[config.mk]
export PLATFORM = sky130hd
export DESIGN_NAME = jtagFlashTap
export DESIGN_NICKNAME = d
export VERILOG_FILES = /design/src/rtl/tapPkg.sv /design/src/rtl/tapCtrl.sv /design/src/rtl/tapFlashReg.sv /design/src/rtl/tapData.sv /design/src/rtl/jtagFlashTap.sv
export SDC_FILE = /design/constraint.sdc
export NUM_CORES = 1
export LEC_CHECK = 0
export BUFFER_PORTS_ARGS = -buffer_cell sky130_fd_sc_hd__buf_2
export CORE_MARGIN = 2
export CORE_UTILIZATION = 30
export DETAILED_ROUTE_END_ITERATION = 7
export SETUP_SLACK_MARGIN = 0.05
export SYNTH_ARGS = -nofsm -noshare
export SYNTH_HDL_FRONTEND = slang
export SYNTH_SLANG_ARGS = --single-unit
[constraint.sdc]
create_clock -name tck -period 2.83 [get_ports tck]
set_input_delay 0.566 -clock tck [delete_from_list [all_inputs] [get_ports tck]]
set_output_delay 0.566 -clock tck [all_outputs]
set_load 0.02 [all_outputs]
[src/rtl/tapPkg.sv]
package tapPkg;
  localparam int IR_W = 16;
  localparam logic [IR_W-1:0] OP_EXTEST  = 16'h0000;
  localparam logic [IR_W-1:0] OP_SAMPLE  = 16'h0002;
  localparam logic [IR_W-1:0] OP_IDCODE  = 16'h0004;
  localparam logic [IR_W-1:0] OP_FADDR   = 16'h0082;
  localparam logic [IR_W-1:0] OP_FCTL    = 16'h0083;
  localparam logic [IR_W-1:0] OP_FDATA   = 16'h0084;
  localparam logic [IR_W-1:0] OP_BYPASS  = 16'hFFFF;
  localparam logic [IR_W-1:0] IR_RESET   = OP_EXTEST;
  localparam logic [IR_W-1:0] IR_CAPTURE = 16'h0001;

  typedef enum logic [3:0] {
    ST_RESET, ST_IDLE,
    ST_SEL_DR, ST_CAP_DR, ST_SH_DR, ST_EX1_DR, ST_PAU_DR, ST_EX2_DR, ST_UPD_DR,
    ST_SEL_IR, ST_CAP_IR, ST_SH_IR, ST_EX1_IR, ST_PAU_IR, ST_EX2_IR, ST_UPD_IR
  } tapState_e;

  typedef enum logic [2:0] {
    SEL_BYPASS, SEL_IDCODE, SEL_BOUND, SEL_FADDR, SEL_FCTL, SEL_FDATA
  } drSel_e;

  typedef struct packed {
    logic   captureDr;
    logic   shiftDr;
    logic   updateDr;
    logic   shiftIr;
    logic   extest;
    drSel_e sel;
  } tapCtl_t;
endpackage

[src/rtl/tapCtrl.sv]
module tapCtrl
  import tapPkg::*;
(
  input  logic    tck,
  input  logic    rstN,
  input  logic    tms,
  input  logic    tdi,
  output tapCtl_t ctl,
  output logic    irTdo
);
  tapState_e state, nextState;
  logic [IR_W-1:0] irShift, irReg;

  always_comb begin
    unique case (state)
      ST_RESET:  nextState = tms ? ST_RESET  : ST_IDLE;
      ST_IDLE:   nextState = tms ? ST_SEL_DR : ST_IDLE;
      ST_SEL_DR: nextState = tms ? ST_SEL_IR : ST_CAP_DR;
      ST_CAP_DR: nextState = tms ? ST_EX1_DR : ST_SH_DR;
      ST_SH_DR:  nextState = tms ? ST_EX1_DR : ST_SH_DR;
      ST_EX1_DR: nextState = tms ? ST_UPD_DR : ST_PAU_DR;
      ST_PAU_DR: nextState = tms ? ST_EX2_DR : ST_PAU_DR;
      ST_EX2_DR: nextState = tms ? ST_UPD_DR : ST_SH_DR;
      ST_UPD_DR: nextState = tms ? ST_SEL_DR : ST_IDLE;
      ST_SEL_IR: nextState = tms ? ST_RESET  : ST_CAP_IR;
      ST_CAP_IR: nextState = tms ? ST_EX1_IR : ST_SH_IR;
      ST_SH_IR:  nextState = tms ? ST_EX1_IR : ST_SH_IR;
      ST_EX1_IR: nextState = tms ? ST_UPD_IR : ST_PAU_IR;
      ST_PAU_IR: nextState = tms ? ST_EX2_IR : ST_PAU_IR;
      ST_EX2_IR: nextState = tms ? ST_UPD_IR : ST_SH_IR;
      ST_UPD_IR: nextState = tms ? ST_SEL_DR : ST_IDLE;
      default:   nextState = ST_RESET;
    endcase
  end

  always_ff @(posedge tck or negedge rstN) begin
    if (!rstN) state <= ST_RESET;
    else       state <= nextState;
  end

  always_ff @(posedge tck or negedge rstN) begin
    if (!rstN) begin
      irShift <= '0;
      irReg   <= IR_RESET;
    end else begin
      unique case (state)
        ST_RESET:  irReg   <= IR_RESET;
        ST_CAP_IR: irShift <= IR_CAPTURE;
        ST_SH_IR:  irShift <= {tdi, irShift[IR_W-1:1]};
        ST_UPD_IR: irReg   <= irShift;
        default:   ;
      endcase
    end
  end

  always_comb begin
    ctl.captureDr = (state == ST_CAP_DR);
    ctl.shiftDr   = (state == ST_SH_DR);
    ctl.updateDr  = (state == ST_UPD_DR);
    ctl.shiftIr   = (state == ST_SH_IR);
    ctl.extest    = (irReg == OP_EXTEST);
    unique case (irReg)
      OP_EXTEST, OP_SAMPLE: ctl.sel = SEL_BOUND;
      OP_IDCODE:            ctl.sel = SEL_IDCODE;
      OP_FADDR:             ctl.sel = SEL_FADDR;
      OP_FCTL:              ctl.sel = SEL_FCTL;
      OP_FDATA:             ctl.sel = SEL_FDATA;
      default:              ctl.sel = SEL_BYPASS;
    endcase
  end

  assign irTdo = irShift[0];
endmodule

[src/rtl/tapFlashReg.sv]
module tapFlashReg #(
  parameter int W = 8
) (
  input  logic         tck,
  input  logic         rstN,
  input  logic         tdi,
  input  logic         capture,
  input  logic         shift,
  input  logic         update,
  input  logic [W-1:0] capVal,
  output logic         serOut,
  output logic [W-1:0] parOut,
  output logic         wrStb
);
  logic [W-1:0] shReg;

  always_ff @(posedge tck or negedge rstN) begin
    if (!rstN) begin
      shReg  <= '0;
      parOut <= '0;
      wrStb  <= 1'b0;
    end else begin
      if (capture)    shReg <= capVal;
      else if (shift) shReg <= {tdi, shReg[W-1:1]};
      if (update) parOut <= shReg;
      wrStb <= update;
    end
  end

  assign serOut = shReg[0];
endmodule

[src/rtl/tapData.sv]
module tapData
  import tapPkg::*;
#(
  parameter int          BS_LEN = 8,
  parameter int          ADDR_W = 16,
  parameter int          CTRL_W = 8,
  parameter int          DATA_W = 8,
  parameter logic [31:0] IDCODE = 32'h0A5C_3001
) (
  input  logic              tck,
  input  logic              rstN,
  input  logic              tdi,
  input  tapCtl_t           ctl,
  input  logic              irTdo,
  output logic              tdo,
  output logic              tdoEn,
  input  logic [BS_LEN-1:0] bsPins,
  output logic [BS_LEN-1:0] bsDrive,
  input  logic [ADDR_W-1:0] flashAddrCap,
  output logic [ADDR_W-1:0] flashAddrOut,
  output logic              flashAddrWr,
  input  logic [CTRL_W-1:0] flashCtlCap,
  output logic [CTRL_W-1:0] flashCtlOut,
  output logic              flashCtlWr,
  input  logic [DATA_W-1:0] flashDataCap,
  output logic [DATA_W-1:0] flashDataOut,
  output logic              flashDataWr
);
  localparam int ID_W = 32;

  logic              bypassReg;
  logic [ID_W-1:0]   idReg;
  logic [BS_LEN-1:0] bsReg;
  logic              addrSo, ctlSo, dataSo, drOut;
  logic              isAddr, isCtl, isData;

  assign isAddr = (ctl.sel == SEL_FADDR);
  assign isCtl  = (ctl.sel == SEL_FCTL);
  assign isData = (ctl.sel == SEL_FDATA);

  always_ff @(posedge tck or negedge rstN) begin
    if (!rstN) begin
      bypassReg <= 1'b0;
      idReg     <= '0;
      bsReg     <= '0;
      bsDrive   <= '0;
    end else begin
      if (ctl.sel == SEL_BYPASS) begin
        if (ctl.captureDr)    bypassReg <= 1'b0;
        else if (ctl.shiftDr) bypassReg <= tdi;
      end
      if (ctl.sel == SEL_IDCODE) begin
        if (ctl.captureDr)    idReg <= IDCODE;
        else if (ctl.shiftDr) idReg <= {tdi, idReg[ID_W-1:1]};
      end
      if (ctl.sel == SEL_BOUND) begin
        if (ctl.captureDr)     bsReg <= bsPins;
        else if (ctl.shiftDr)  bsReg <= {tdi, bsReg[BS_LEN-1:1]};
        if (ctl.updateDr)      bsDrive <= bsReg;
      end
    end
  end

  tapFlashReg #(.W(ADDR_W)) addrReg_i (
    .tck(tck), .rstN(rstN), .tdi(tdi),
    .capture(ctl.captureDr && isAddr), .shift(ctl.shiftDr && isAddr),
    .update(ctl.updateDr && isAddr), .capVal(flashAddrCap),
    .serOut(addrSo), .parOut(flashAddrOut), .wrStb(flashAddrWr));

  tapFlashReg #(.W(CTRL_W)) ctlReg_i (
    .tck(tck), .rstN(rstN), .tdi(tdi),
    .capture(ctl.captureDr && isCtl), .shift(ctl.shiftDr && isCtl),
    .update(ctl.updateDr && isCtl), .capVal(flashCtlCap),
    .serOut(ctlSo), .parOut(flashCtlOut), .wrStb(flashCtlWr));

  tapFlashReg #(.W(DATA_W)) dataReg_i (
    .tck(tck), .rstN(rstN), .tdi(tdi),
    .capture(ctl.captureDr && isData), .shift(ctl.shiftDr && isData),
    .update(ctl.updateDr && isData), .capVal(flashDataCap),
    .serOut(dataSo), .parOut(flashDataOut), .wrStb(flashDataWr));

  always_comb begin
    unique case (ctl.sel)
      SEL_IDCODE: drOut = idReg[0];
      SEL_BOUND:  drOut = bsReg[0];
      SEL_FADDR:  drOut = addrSo;
      SEL_FCTL:   drOut = ctlSo;
      SEL_FDATA:  drOut = dataSo;
      default:    drOut = bypassReg;
    endcase
  end

  // Output retimed to the falling edge so the far end samples on the rising edge.
  always_ff @(negedge tck or negedge rstN) begin
    if (!rstN) begin
      tdo   <= 1'b0;
      tdoEn <= 1'b0;
    end else begin
      tdo   <= ctl.shiftIr ? irTdo : drOut;
      tdoEn <= ctl.shiftIr | ctl.shiftDr;
    end
  end
endmodule

[src/rtl/jtagFlashTap.sv]
module jtagFlashTap
  import tapPkg::*;
#(
  parameter int          BS_LEN = 8,
  parameter int          ADDR_W = 16,
  parameter int          CTRL_W = 8,
  parameter int          DATA_W = 8,
  parameter logic [31:0] IDCODE = 32'h0A5C_3001
) (
  input  logic              tck,
  input  logic              rstN,
  input  logic              tms,
  input  logic              tdi,
  output logic              tdo,
  output logic              tdoEn,
  input  logic [BS_LEN-1:0] bsPins,
  output logic [BS_LEN-1:0] bsDrive,
  output logic              extestOn,
  input  logic [ADDR_W-1:0] flashAddrCap,
  output logic [ADDR_W-1:0] flashAddrOut,
  output logic              flashAddrWr,
  input  logic [CTRL_W-1:0] flashCtlCap,
  output logic [CTRL_W-1:0] flashCtlOut,
  output logic              flashCtlWr,
  input  logic [DATA_W-1:0] flashDataCap,
  output logic [DATA_W-1:0] flashDataOut,
  output logic              flashDataWr
);
  tapCtl_t ctl;
  logic    irTdo;

  tapCtrl ctrl_i (
    .tck(tck), .rstN(rstN), .tms(tms), .tdi(tdi), .ctl(ctl), .irTdo(irTdo));

  tapData #(
    .BS_LEN(BS_LEN), .ADDR_W(ADDR_W), .CTRL_W(CTRL_W),
    .DATA_W(DATA_W), .IDCODE(IDCODE)
  ) data_i (
    .tck(tck), .rstN(rstN), .tdi(tdi), .ctl(ctl), .irTdo(irTdo),
    .tdo(tdo), .tdoEn(tdoEn), .bsPins(bsPins), .bsDrive(bsDrive),
    .flashAddrCap(flashAddrCap), .flashAddrOut(flashAddrOut), .flashAddrWr(flashAddrWr),
    .flashCtlCap(flashCtlCap), .flashCtlOut(flashCtlOut), .flashCtlWr(flashCtlWr),
    .flashDataCap(flashDataCap), .flashDataOut(flashDataOut), .flashDataWr(flashDataWr));

  assign extestOn = ctl.extest;
endmodule

* Word level (Yosys, flattened, before mapping) *
Index checks and enable logic that the tools add are counted.

operators by class
  equality and inequality tests = 25
  muxes and demuxes = 30
  bitwise gates (word level) = 1
  reductions and logical operators = 26

operator list
  kind                 number
  $mux 32              2
  $pmux 16 s2          2
  $eq 16x8->1 const B  3
  $mux 8               6
  $pmux 4 s12          1
  $eq 4x4->1 const B   8
  $mux 16              2
  $eq 16x2->1 const B  1
  $eq 16x3->1 const B  1
  $eq 4x3->1 const B   4
  $logic_not 16->1     1
  $mux 4               4
  $pmux 3 s5           1
  $reduce_bool 2->1    6
  $logic_and 1x1->1    9
  $eq 4x2->1 const B   2
  $reduce_and 2->1     4
  $eq 3x2->1 const B   2
  $eq 3x3->1 const B   2
  $mux 1               6
  $mux 2               3
  $mux 3               2
  $reduce_or 2->1      3
  $pmux 1 s5           1
  6 further kinds      6

word-level totals
  bits in registers = 154
  bits of input ports = 44
  output and inout port bits = 46

* Depth between registers and ports, before layout *
Gate-level depths: netlist (run 1).

  depth in word-level cells = 7
  mapped depth = 8
  mapped depth without buffers = 5

* Cells and area by module *
A second synthesis (run 1) with hierarchy kept.

unflattened totals
  cell total of the unflattened synthesis = 535
  area, all modules = 6877.8 µm²

modules (own cells, without submodules)
  module                             instances  cells an instance  area each (µm²)  sequential area each (µm²)
  tapData                            1          194                2417.3           1276.2
  tapCtrl                            1          133                1581.5           900.9
  tapFlashReg (data_i.ctlReg_i ...)  2          52                 729.4            425.4
  tapFlashReg (data_i.addrReg_i)     1          104                1420.1           825.8

==> flow_metrics.py, run 1 <==
metrics = {
    "yosys": {
        "synth_most_common_cell": "dfrtp_1",
        "yosysWarnings": 0,
        "ys_top_cells_by_area": "dfrtp_1 57%, mux2_2 7.3%, a22o_1 4.1%, nand2_1 3.7%, mux2i_1 2.4%",
        "synth_compound_area_share_pct": 12.6,
        "synth_cells": 592,
        "synth_nets": 636,
        "muxShareOfSynthArea_pct": 11.2,
        "synth_xor_area_share_pct": 0.131,
        "syn_area_mm2": 0.00666,
        "synthArstFlopShare_pct": 100,
        "synthTopCellsByCount": "152 x dfrtp_1, 65 x nand2_1, 43 x mux2_2, 42 x nor2_1, 31 x a22o_1",
        "synth_top_family_by_area": "simple AND/OR/NAND/NOR gates",
        "synth.avg_cell_area_um2": 11.3,
        "synth_top_area_share_pct": 57.1,
        "synth_seq_cells": 154,
        "synth_area_leader_cell": "dfrtp_1",
        "synth_fa_ha_area_share_pct": 0,
        "synth.distinct_cells": 51,
        "synth_ff_type": "dfrtp_1",
        "synthSimpleGateAreaFrac_pct": 14.0,
        "synth_edf_count": 0,
        "yosysSeqAreaShare_pct": 57.8,
    },
    "timing": {
        "worst_slew_margin_rel_pct": 35.1,
        "clock_skew_ps": 29.1,
        "worst_pin_slew_ps": 973,
        "drv_slew": 0,
        "setup_slack_ps": -321,
        "rsz0062_at_grt": "true",
        "setup_violations": 3,
        "hold_viol": 0,
    },
    "clock_tree": {
        "holdBufCountCts": 0,
        "cts_root_buf": "clkbuf_16",
        "cts.sinks": 154,
        "clkTransAtPathRegs_ps": 60,
        "cts_tree": "built",
        "htree_levels": 4,
        "cts_buffers": 17,
        "clk-insertion-delay-late_ps": 420,
        "clockBufferDepth": 2,
    },
    "layout": {
        "antenna_cells": 0,
        "syn_to_final_growth_pct": 26.1,
        "post-route-util_pct": 38.5,
        "drive_gt1_share_pct": 33.6,
        "nFillCells": 2119,
        "fin_nets": 760,
    },
    "critical_path": {
        "cp-start-kind": "flip-flop",
        "path_class": "reg2reg",
        "arrival_ps": 1970,
        "reg2reg_slack_ps": -320,
        "required_ps": 1650,
        "reg2reg_from": "ctrl_i.irReg[10]",
        "reg2regPathDepth": 5,
        "cp_max_fo": 2,
        "critPathCaptureType": "flip-flop",
        "r2r-end": "data_i.tdo",
    },
    "grt": {
        "grt_start_max_net_pins": 80,
        "antenna_found_initial": 0,
        "met1_usage_pct": 17.9,
        "use_met3_pct": 3.60,
        "grt_util_all_layers_pct": 13.1,
        "grt_pass1_wl_um": 24800,
        "grtUsageMet2_pct": 20.0,
        "grt_overflow": 0,
        "grt_pass1_vias": 4754,
        "busiest_layer": "met2",
    },
    "die": {
        "chipWidth_um": 153,
        "start_util_pct": 30.5,
        "core-area_mm2": 0.0218,
        "io_pins": 90,
        "fp-row-count": 54,
        "fp.dieH_um": 153,
        "die_area_mm2": 0.0234,
    },
    "status": {
        "violations": "setup timing",
        "status": "complete, but fails checks",
    },
    "routing": {
        "wl_per_cell_um": 14.5,
        "drtIter0Drc": 285,
        "totalWireLength_um": 14700,
        "route.detailed.drc": 0,
        "routed_via_density": 4.76,
        "ant_nets": 0,
        "first_pass_iters": 4,
        "vias": 4798,
    },
    "pwr": {
        "vdd_ir_drop_max_mv": 0.502,
        "total_power_w": 0.00682,
        "power_leakage_nw": 4.14,
        "p_per_area_mw_per_mm2": 812,
    },
    "worst_hold_path": {
        "hold_path.class": "in2async",
    },
    "flow_run": {
        "cap_violations": 0,
    },
    "placed_design": {
        "gp_congestion": 0.790,
        "port_buffers": 89,
        "place_hpwl_um": 9860,
    },
}
-- cell usage in the layout (no fill, tap or decap), types with 3 or more instances in the layout --
cell type	netlist	routed
a21oi_1	18	18
a22o_1	31	31
a31oi_1	15	15
and3b_1	3	3
buf_12	0	3
buf_2	9	85
buf_4	3	51
buf_6	1	5
clkbuf_16	0	17
clkinv_2	0	4
clkinvlp_4	0	6
dfrtp_1	152	152
inv_1	27	27
mux2_2	43	43
mux2_4	7	7
mux2i_1	16	16
nand2_1	65	65
nand2b_1	5	5
nand3_1	26	25
nor2_1	42	41
nor3_1	7	6
nor3_4	3	3
nor4_4	5	6
o21ai_0	29	29
o21ai_1	16	16
o31ai_1	9	9
-- cells by family (layout without fill, tap and decap cells) --
logic type	count (synthesis)	in the layout
flops	154	154
simple gates	176	176
compound gates	129	129
mux	66	66
xor+xnor	1	1
buf+inv	66	203
-- power by group --
part | internal (W) | switching (W)
Sequential | 0.00242 | 0.000152
Combinational | 0.000905 | 0.00115
Clock | 0.00131 | 0.000885
Total | 0.00463 | 0.00219
-- stage by stage --
stage	instance area (um^2)	worst slack, ps	setup TNS [ps]	std cells	hold WS (ps)
finish	8400	-321	-489	1009	391
global route	8400	-423	-674	1009	397
CTS	8370	-318	-537	1006	378
detailed placement	7720	-399	-399	971	488
global placement	7720	-339	-339	971	481
floorplan	6730	-259	-269	592	270
-- what timing repair did --
action                     4_1_cts  5_1_grt
setup buffers                    3        3
setup endpoints to repair        4       12
resized for setup               12        0
pin swaps                        8        4
-- flip-flops by register name (all words and copies together) (netlist names), 4 cells and up --
signal                   flops
data_i.idReg                32
ctrl_i.irReg                16
ctrl_i.irShift              16
data_i.addrReg_i.parOut     16
data_i.addrReg_i.shReg      16
data_i.bsDrive               8
data_i.bsReg                 8
data_i.ctlReg_i.parOut       8
data_i.ctlReg_i.shReg        8
data_i.dataReg_i.parOut      8
data_i.dataReg_i.shReg       8
ctrl_i.state                 4
-- final cells by class --
type                    count  area [um^2]  area share (%)
flip-flops and latches    154         3850            45.9
multi-input cells         372         2600            31.0
repair buffers            144          925            11.0
clock buffers              20          447            5.32
well taps                 280          350            4.17
clock inverters            12          125            1.49
inverters                  27          101            1.21
-- worst max-delay path, cell delays in order, from the launching register on --
cell       delay [ps]
dfrtp_1           410
nor4_4            330
nand3_2           160
a2111oi_4         350
o311a_1           230
a31oi_1            70
-- worst max path at each step --
stage,start,endpoint,slack [ps],cells after the start
2_1_floorplan,ctrl_i.irReg[1],data_i.tdo,-260,6
3_3_place_gp,ctrl_i.irReg[3],data_i.tdo,-340,5
3_5_place_dp,ctrl_i.irReg[3],data_i.tdo,-400,5
4_1_cts,ctrl_i.irReg[10],data_i.tdo,-320,5
5_1_grt,ctrl_i.irReg[10],data_i.tdo,-420,5
6_report,ctrl_i.irReg[10],data_i.tdo,-320,5
-- layer usage --
| metal | share of wire (%) | wire length, um |
|---|---|---|
| met1 | 49 | 7130 |
| met2 | 46 | 6760 |
| met3 | 3.6 | 523 |
| met4 | 1.8 | 262 |
| met5 | 0 | 0 |
(Power assumes the default switching activity.)
==> inputs of run 2 (changes only) <==
--- a/config.mk
+++ b/config.mk
@@ -6,6 +6,7 @@
 export NUM_CORES = 1
 export LEC_CHECK = 0
 export BUFFER_PORTS_ARGS = -buffer_cell sky130_fd_sc_hd__buf_2
+export CORE_ASPECT_RATIO = 1.75
 export CORE_MARGIN = 2
 export CORE_UTILIZATION = 30
 export DETAILED_ROUTE_END_ITERATION = 7
==> flow_metrics.py, run 2 (synthesized netlist as in run 1, its figures left out) <==
metrics = {
    "die": {
        "chipWidth_um": 117,
        "die_area_mm2": 0.0235,
        "core-area_mm2": 0.0220,
        "io_pins": 90,
        "start_util_pct": 30.3,
        "fp.dieH_um": 201,
        "fp-row-count": 72,
    },
    "routing": {
        "wl_met3_um": 504,
        "drtIter0Drc": 200,
        "wl_met1_um": 6280,
        "wl_met2_um": 8350,
        "first_pass_iters": 5,
        "wl_per_cell_um": 15.2,
        "ant_nets": 0,
        "vias": 4849,
        "top_layer": "met4",
        "routed_via_density": 4.73,
        "route.detailed.drc": 0,
        "totalWireLength_um": 15600,
    },
    "clock_tree": {
        "clk-insertion-delay-late_ps": 430,
        "cts.sinks": 154,
        "htree_levels": 4,
        "clkTransAtPathRegs_ps": 60,
        "clockBufferDepth": 2,
        "cts_root_buf": "clkbuf_16",
        "cts_tree": "built",
        "cts_buffers": 17,
    },
    "critical_path": {
        "cp_max_fo": 2,
        "reg2reg_slack_ps": -310,
        "cpPeakStageDelay_ps": 410,
        "arrival_ps": 1970,
        "crit_buf_inv": 0,
        "required_ps": 1660,
        "cp-start-kind": "flip-flop",
        "cp_top_family": "compound AO/OA/AOI/OAI gates",
        "path_class": "reg2reg",
        "critPathCaptureType": "flip-flop",
        "r2r-end": "data_i.tdo",
        "reg2reg_from": "ctrl_i.irReg[13]",
        "cpMaxStageDelayCell": "dfrtp_1",
        "path_cells": "nor4_4 > nand3_2 > a2111oi_4 > o311a_1 > a31oi_1",
        "reg2regPathDepth": 5,
    },
    "timing": {
        "worst_slew_margin_rel_pct": 45.9,
        "clock_skew_ps": 26.7,
        "setup_slack_ps": -311,
        "rsz0062_at_grt": "true",
        "setup_tns_ps": -533,
        "drv_slew": 0,
        "worst_pin_slew_ps": 806,
        "hold_viol": 0,
        "setup_violations": 3,
    },
    "pwr": {
        "p_per_area_mw_per_mm2": 804,
        "power_leakage_nw": 4.15,
        "vdd_ir_drop_max_mv": 0.387,
        "total_power_w": 0.00676,
    },
    "flow_run": {
        "cap_violations": 0,
    },
    "worst_hold_path": {
        "hold_end": "data_i.bsReg[4]",
        "hold_path.class": "in2reg",
        "worstHoldStart": "bsPins[4]",
        "hold_depth": 3,
    },
    "layout": {
        "largest_reg_flops": 32,
        "antenna_cells": 0,
        "final_cell_mix": "152 x dfrtp_1, 85 x buf_2, 65 x nand2_1",
        "drive_gt1_share_pct": 33.6,
        "regMostFlops": "data_i.idReg",
        "syn_to_final_growth_pct": 26.2,
        "layout_commonest_cell": "dfrtp_1",
        "fin_nets": 760,
    },
    "status": {
        "violations": "setup timing",
        "status": "complete, but fails checks",
    },
    "grt": {
        "grt_pass1_wl_um": 25100,
        "antenna_found_initial": 0,
        "grt_pass1_vias": 4873,
        "grt_start_max_net_pins": 118,
        "grt_util_all_layers_pct": 14.0,
        "grt_overflow": 0,
    },
    "placed_design": {
        "place_hpwl_um": 10900,
        "port_buffers": 89,
        "gp_congestion": 0.830,
    },
}
==> run 2: power breakdown <==
part / switching (W) / total (W) / internal (W)
registers: 0.000155 / 0.00257 / 0.00242
clock network: 0.000931 / 0.00217 / 0.00124
logic: 0.00115 / 0.00202 / 0.000871
total: 0.00224 / 0.00676 / 0.00452
==> run 2: worst max-delay path by stage <==
stage | slack, ps | start | cells past startpoint | to
after floorplan | -260 | ctrl_i.irReg[1] | 6 | data_i.tdo
after global placement | -330 | ctrl_i.irReg[3] | 5 | data_i.tdo
after detailed placement | -340 | ctrl_i.irReg[3] | 5 | data_i.tdo
after CTS | -330 | ctrl_i.irReg[14] | 5 | data_i.tdo
after global routing | -390 | ctrl_i.irReg[9] | 5 | data_i.tdo
final | -310 | ctrl_i.irReg[13] | 5 | data_i.tdo
==> run 2: repair_timing <==
| item | in CTS | in global routing |
|---|---|---|
| hold buffers | 1 | 0 |
| pin swaps | 6 | 6 |
| gates resized for setup | 10 | 4 |
| endpoints found under the hold margin | 1 | 0 |
| setup endpoints to repair | 4 | 4 |
| gates cloned | 0 | 0 |
| setup buffers | 3 | 2 |
==> run 2: through the flow <==
step                      cell area, um^2  hold WS, ps  instances  setup slack, ps  utilization, %
after floorplan                      6730          270        592             -259               -
after global placement               7760          363        989             -331            35.3
after detailed placement             7760          361        989             -344            35.3
after CTS                            8390          373       1025             -329            38.2
after global routing                 8410          388       1025             -386            38.3
final                                8410          389       1025             -311            38.3
==> run 2: cell type report <==
type	instances	area (um^2)
clock buffer	19	443
clock inverter	13	118
fill	2207	13600
inverter	27	101
multi-input combinational	372	2610
sequential	154	3850
tap	296	370
timing repair buffer	144	915
==> run 2: worst reg2reg max path, stage by stage (launching register included) <==
cell and delay [ps]:
dfrtp_1 410, nor4_4 330, nand3_2 180, a2111oi_4 350
o311a_1 220, a31oi_1 70
==> run 2: per-layer routing <==
metal / vias up / track usage (%)
met1: 2400 / 16.1
met5: - / 0
met3: 27 / 3.49
met2: 92 / 24.0
li1: 2330 / -
met4: 0 / 6.26
==> inputs of run 3 (changes only) <==
--- a/config.mk
+++ b/config.mk
@@ -6,11 +6,16 @@
 export NUM_CORES = 1
 export LEC_CHECK = 0
 export BUFFER_PORTS_ARGS = -buffer_cell sky130_fd_sc_hd__buf_2
+export CELL_PAD_IN_SITES_DETAIL_PLACEMENT = 1
+export CELL_PAD_IN_SITES_GLOBAL_PLACEMENT = 2
 export CORE_ASPECT_RATIO = 1.75
 export CORE_MARGIN = 2
 export CORE_UTILIZATION = 30
 export DETAILED_ROUTE_END_ITERATION = 7
+export PLACE_DENSITY_LB_ADDON = 0.1
+export RECOVER_POWER = 25
 export SETUP_SLACK_MARGIN = 0.05
+export SKIP_CTS_REPAIR_TIMING = 1
 export SYNTH_ARGS = -nofsm -noshare
 export SYNTH_HDL_FRONTEND = slang
 export SYNTH_SLANG_ARGS = --single-unit
==> flow_metrics.py, run 3 (synthesized netlist as in run 1, its figures left out) <==
metrics = {
    "critical_path": {
        "cpPeakStageDelay_ps": 410,
        "path_cells": "nor4_4 > nand3_2 > a2111oi_4 > o311a_1 > a31oi_1",
        "required_ps": 1660,
        "cp-start-kind": "flip-flop",
        "path_class": "reg2reg",
        "cpMaxStageDelayCell": "dfrtp_1",
        "arrival_ps": 1940,
        "cp_max_fo": 3,
        "critPathCaptureType": "flip-flop",
    },
    "grt": {
        "grt_util_all_layers_pct": 16.6,
        "grt_pass1_vias": 5298,
        "grt_overflow": 0,
        "antenna_found_initial": 0,
        "grt_start_max_net_pins": 108,
        "grt_pass1_wl_um": 29700,
    },
    "die": {
        "fp.dieH_um": 201,
        "die_area_mm2": 0.0235,
        "chipWidth_um": 117,
        "core-area_mm2": 0.0220,
        "fp-row-count": 72,
        "io_pins": 90,
        "start_util_pct": 30.3,
    },
    "timing": {
        "setup_slack_ps": -284,
        "clock_skew_ps": 29.6,
        "setup_violations": 3,
        "setup_tns_ps": -442,
        "rsz0062_at_grt": "true",
        "drv_slew": 0,
        "worst_pin_slew_ps": 1490,
        "hold_viol": 0,
        "worst_slew_margin_rel_pct": 0.599,
    },
    "clock_tree": {
        "cts.sinks": 154,
        "clkTransAtPathRegs_ps": 60,
        "clockBufferDepth": 2,
        "htree_levels": 4,
        "clk-insertion-delay-late_ps": 430,
        "cts_root_buf": "clkbuf_16",
        "cts_tree": "built",
        "cts_buffers": 17,
    },
    "pwr": {
        "vdd_ir_drop_max_mv": 0.364,
        "total_power_w": 0.00711,
        "p_per_area_mw_per_mm2": 837,
        "power_leakage_nw": 4.17,
    },
    "layout": {
        "largest_reg_flops": 32,
        "syn_to_final_growth_pct": 27.6,
        "multi_input_comb_area_mm2": 0.00261,
        "final_cell_mix": "152 x dfrtp_1, 85 x buf_2, 65 x nand2_1",
        "fin_nets": 763,
        "layout_commonest_cell": "dfrtp_1",
        "drive_gt1_share_pct": 33.2,
        "regMostFlops": "data_i.idReg",
        "nFillCells": 2487,
        "fin_area_mm2": 0.00850,
        "antenna_cells": 0,
        "regArea_mm2": 0.00385,
    },
    "placed_design": {
        "placed_cell_area_mm2": 0.00780,
        "port_buffers": 89,
        "gp_congestion": 0.868,
        "place_hpwl_um": 12400,
    },
    "routing": {
        "ant_nets": 0,
        "route.detailed.drc": 0,
        "totalWireLength_um": 18000,
        "first_pass_iters": 4,
        "drtIter0Drc": 157,
        "routed_via_density": 4.76,
        "vias": 4891,
        "wl_per_cell_um": 17.5,
    },
    "status": {
        "status": "complete, but fails checks",
        "violations": "setup timing",
    },
    "worst_hold_path": {
        "hold_path.class": "in2reg",
    },
    "flow_run": {
        "cap_violations": 0,
    },
}
run 3: changes by cell type in the layout (fill, tap and decap cells not counted), sizes merged:
cell	previous run	this run
clkbuf	19	26
bufinv	1	4
inv	30	27
clkinv	7	4
clkinvlp	2	3
buf	143	141
run 3: per-stage QoR:
| stage | worst slack [ps] | std cells | hold slack [ps] | util, % |
|---|---|---|---|---|
| after global placement | -382 | 989 | 381 | 35.5 |
| after floorplan | -259 | 592 | 270 | - |
| after CTS | -482 | 1021 | -98.9 | 38.3 |
| after detailed placement | -427 | 989 | 380 | 35.5 |
| after global routing | -396 | 1028 | 381 | 38.7 |
| final | -284 | 1028 | 381 | 38.7 |
run 3: critical path, delay by kind of cell, from the launching register on:
kind | cells | cell delay [ps]
simple gates | 2 | 540
compound gates | 3 | 540
flops | 1 | 410
run 3: final cells by class:
type                    count  area share, %
clock inverters            11           2.00
clock buffers              21           5.30
flip-flops and latches    154           45.3
multi-input cells         372           30.7
inverters                  27           1.19
well taps                 296           4.36
repair buffers            147           11.2
run 3: worst paths after layout:
check	startpoint	end	slack [ps]	depth (start not counted)
max	ctrl_i.irReg[6]	data_i.tdo	-280	5
min	bsPins[3]	data_i.bsReg[3]	380	3
max reg2reg	ctrl_i.irReg[6]	data_i.tdo	-280	5
min reg2reg	data_i.bsDrive[0]	data_i.bsDrive[0]	500	1
max in group asynchronous	rstN	data_i.idReg[18]	310	3
min in group asynchronous	rstN	ctrl_i.state[1]	610	2
run 3: per-layer routing:
| layer | part of all wire (%) | vias to the layer above | GRT usage (%) | wire (um) |
|---|---|---|---|---|
| li1 | - | 2330 | - | - |
| met1 | 41 | 2464 | 19.1 | 7340 |
| met2 | 54 | 72 | 29.5 | 9800 |
| met3 | 2.8 | 25 | 3.67 | 512 |
| met4 | 2.1 | 0 | 6.01 | 374 |
| met5 | 0 | - | 0 | 0 |
run 3: power by group:
part           switching (W)  leakage, nW  internal (W)  total [W]
registers           0.000151         1.94       0.00242    0.00257
logic                0.00121         1.93      0.000909    0.00212
clock network       0.000929        0.293       0.00150    0.00243
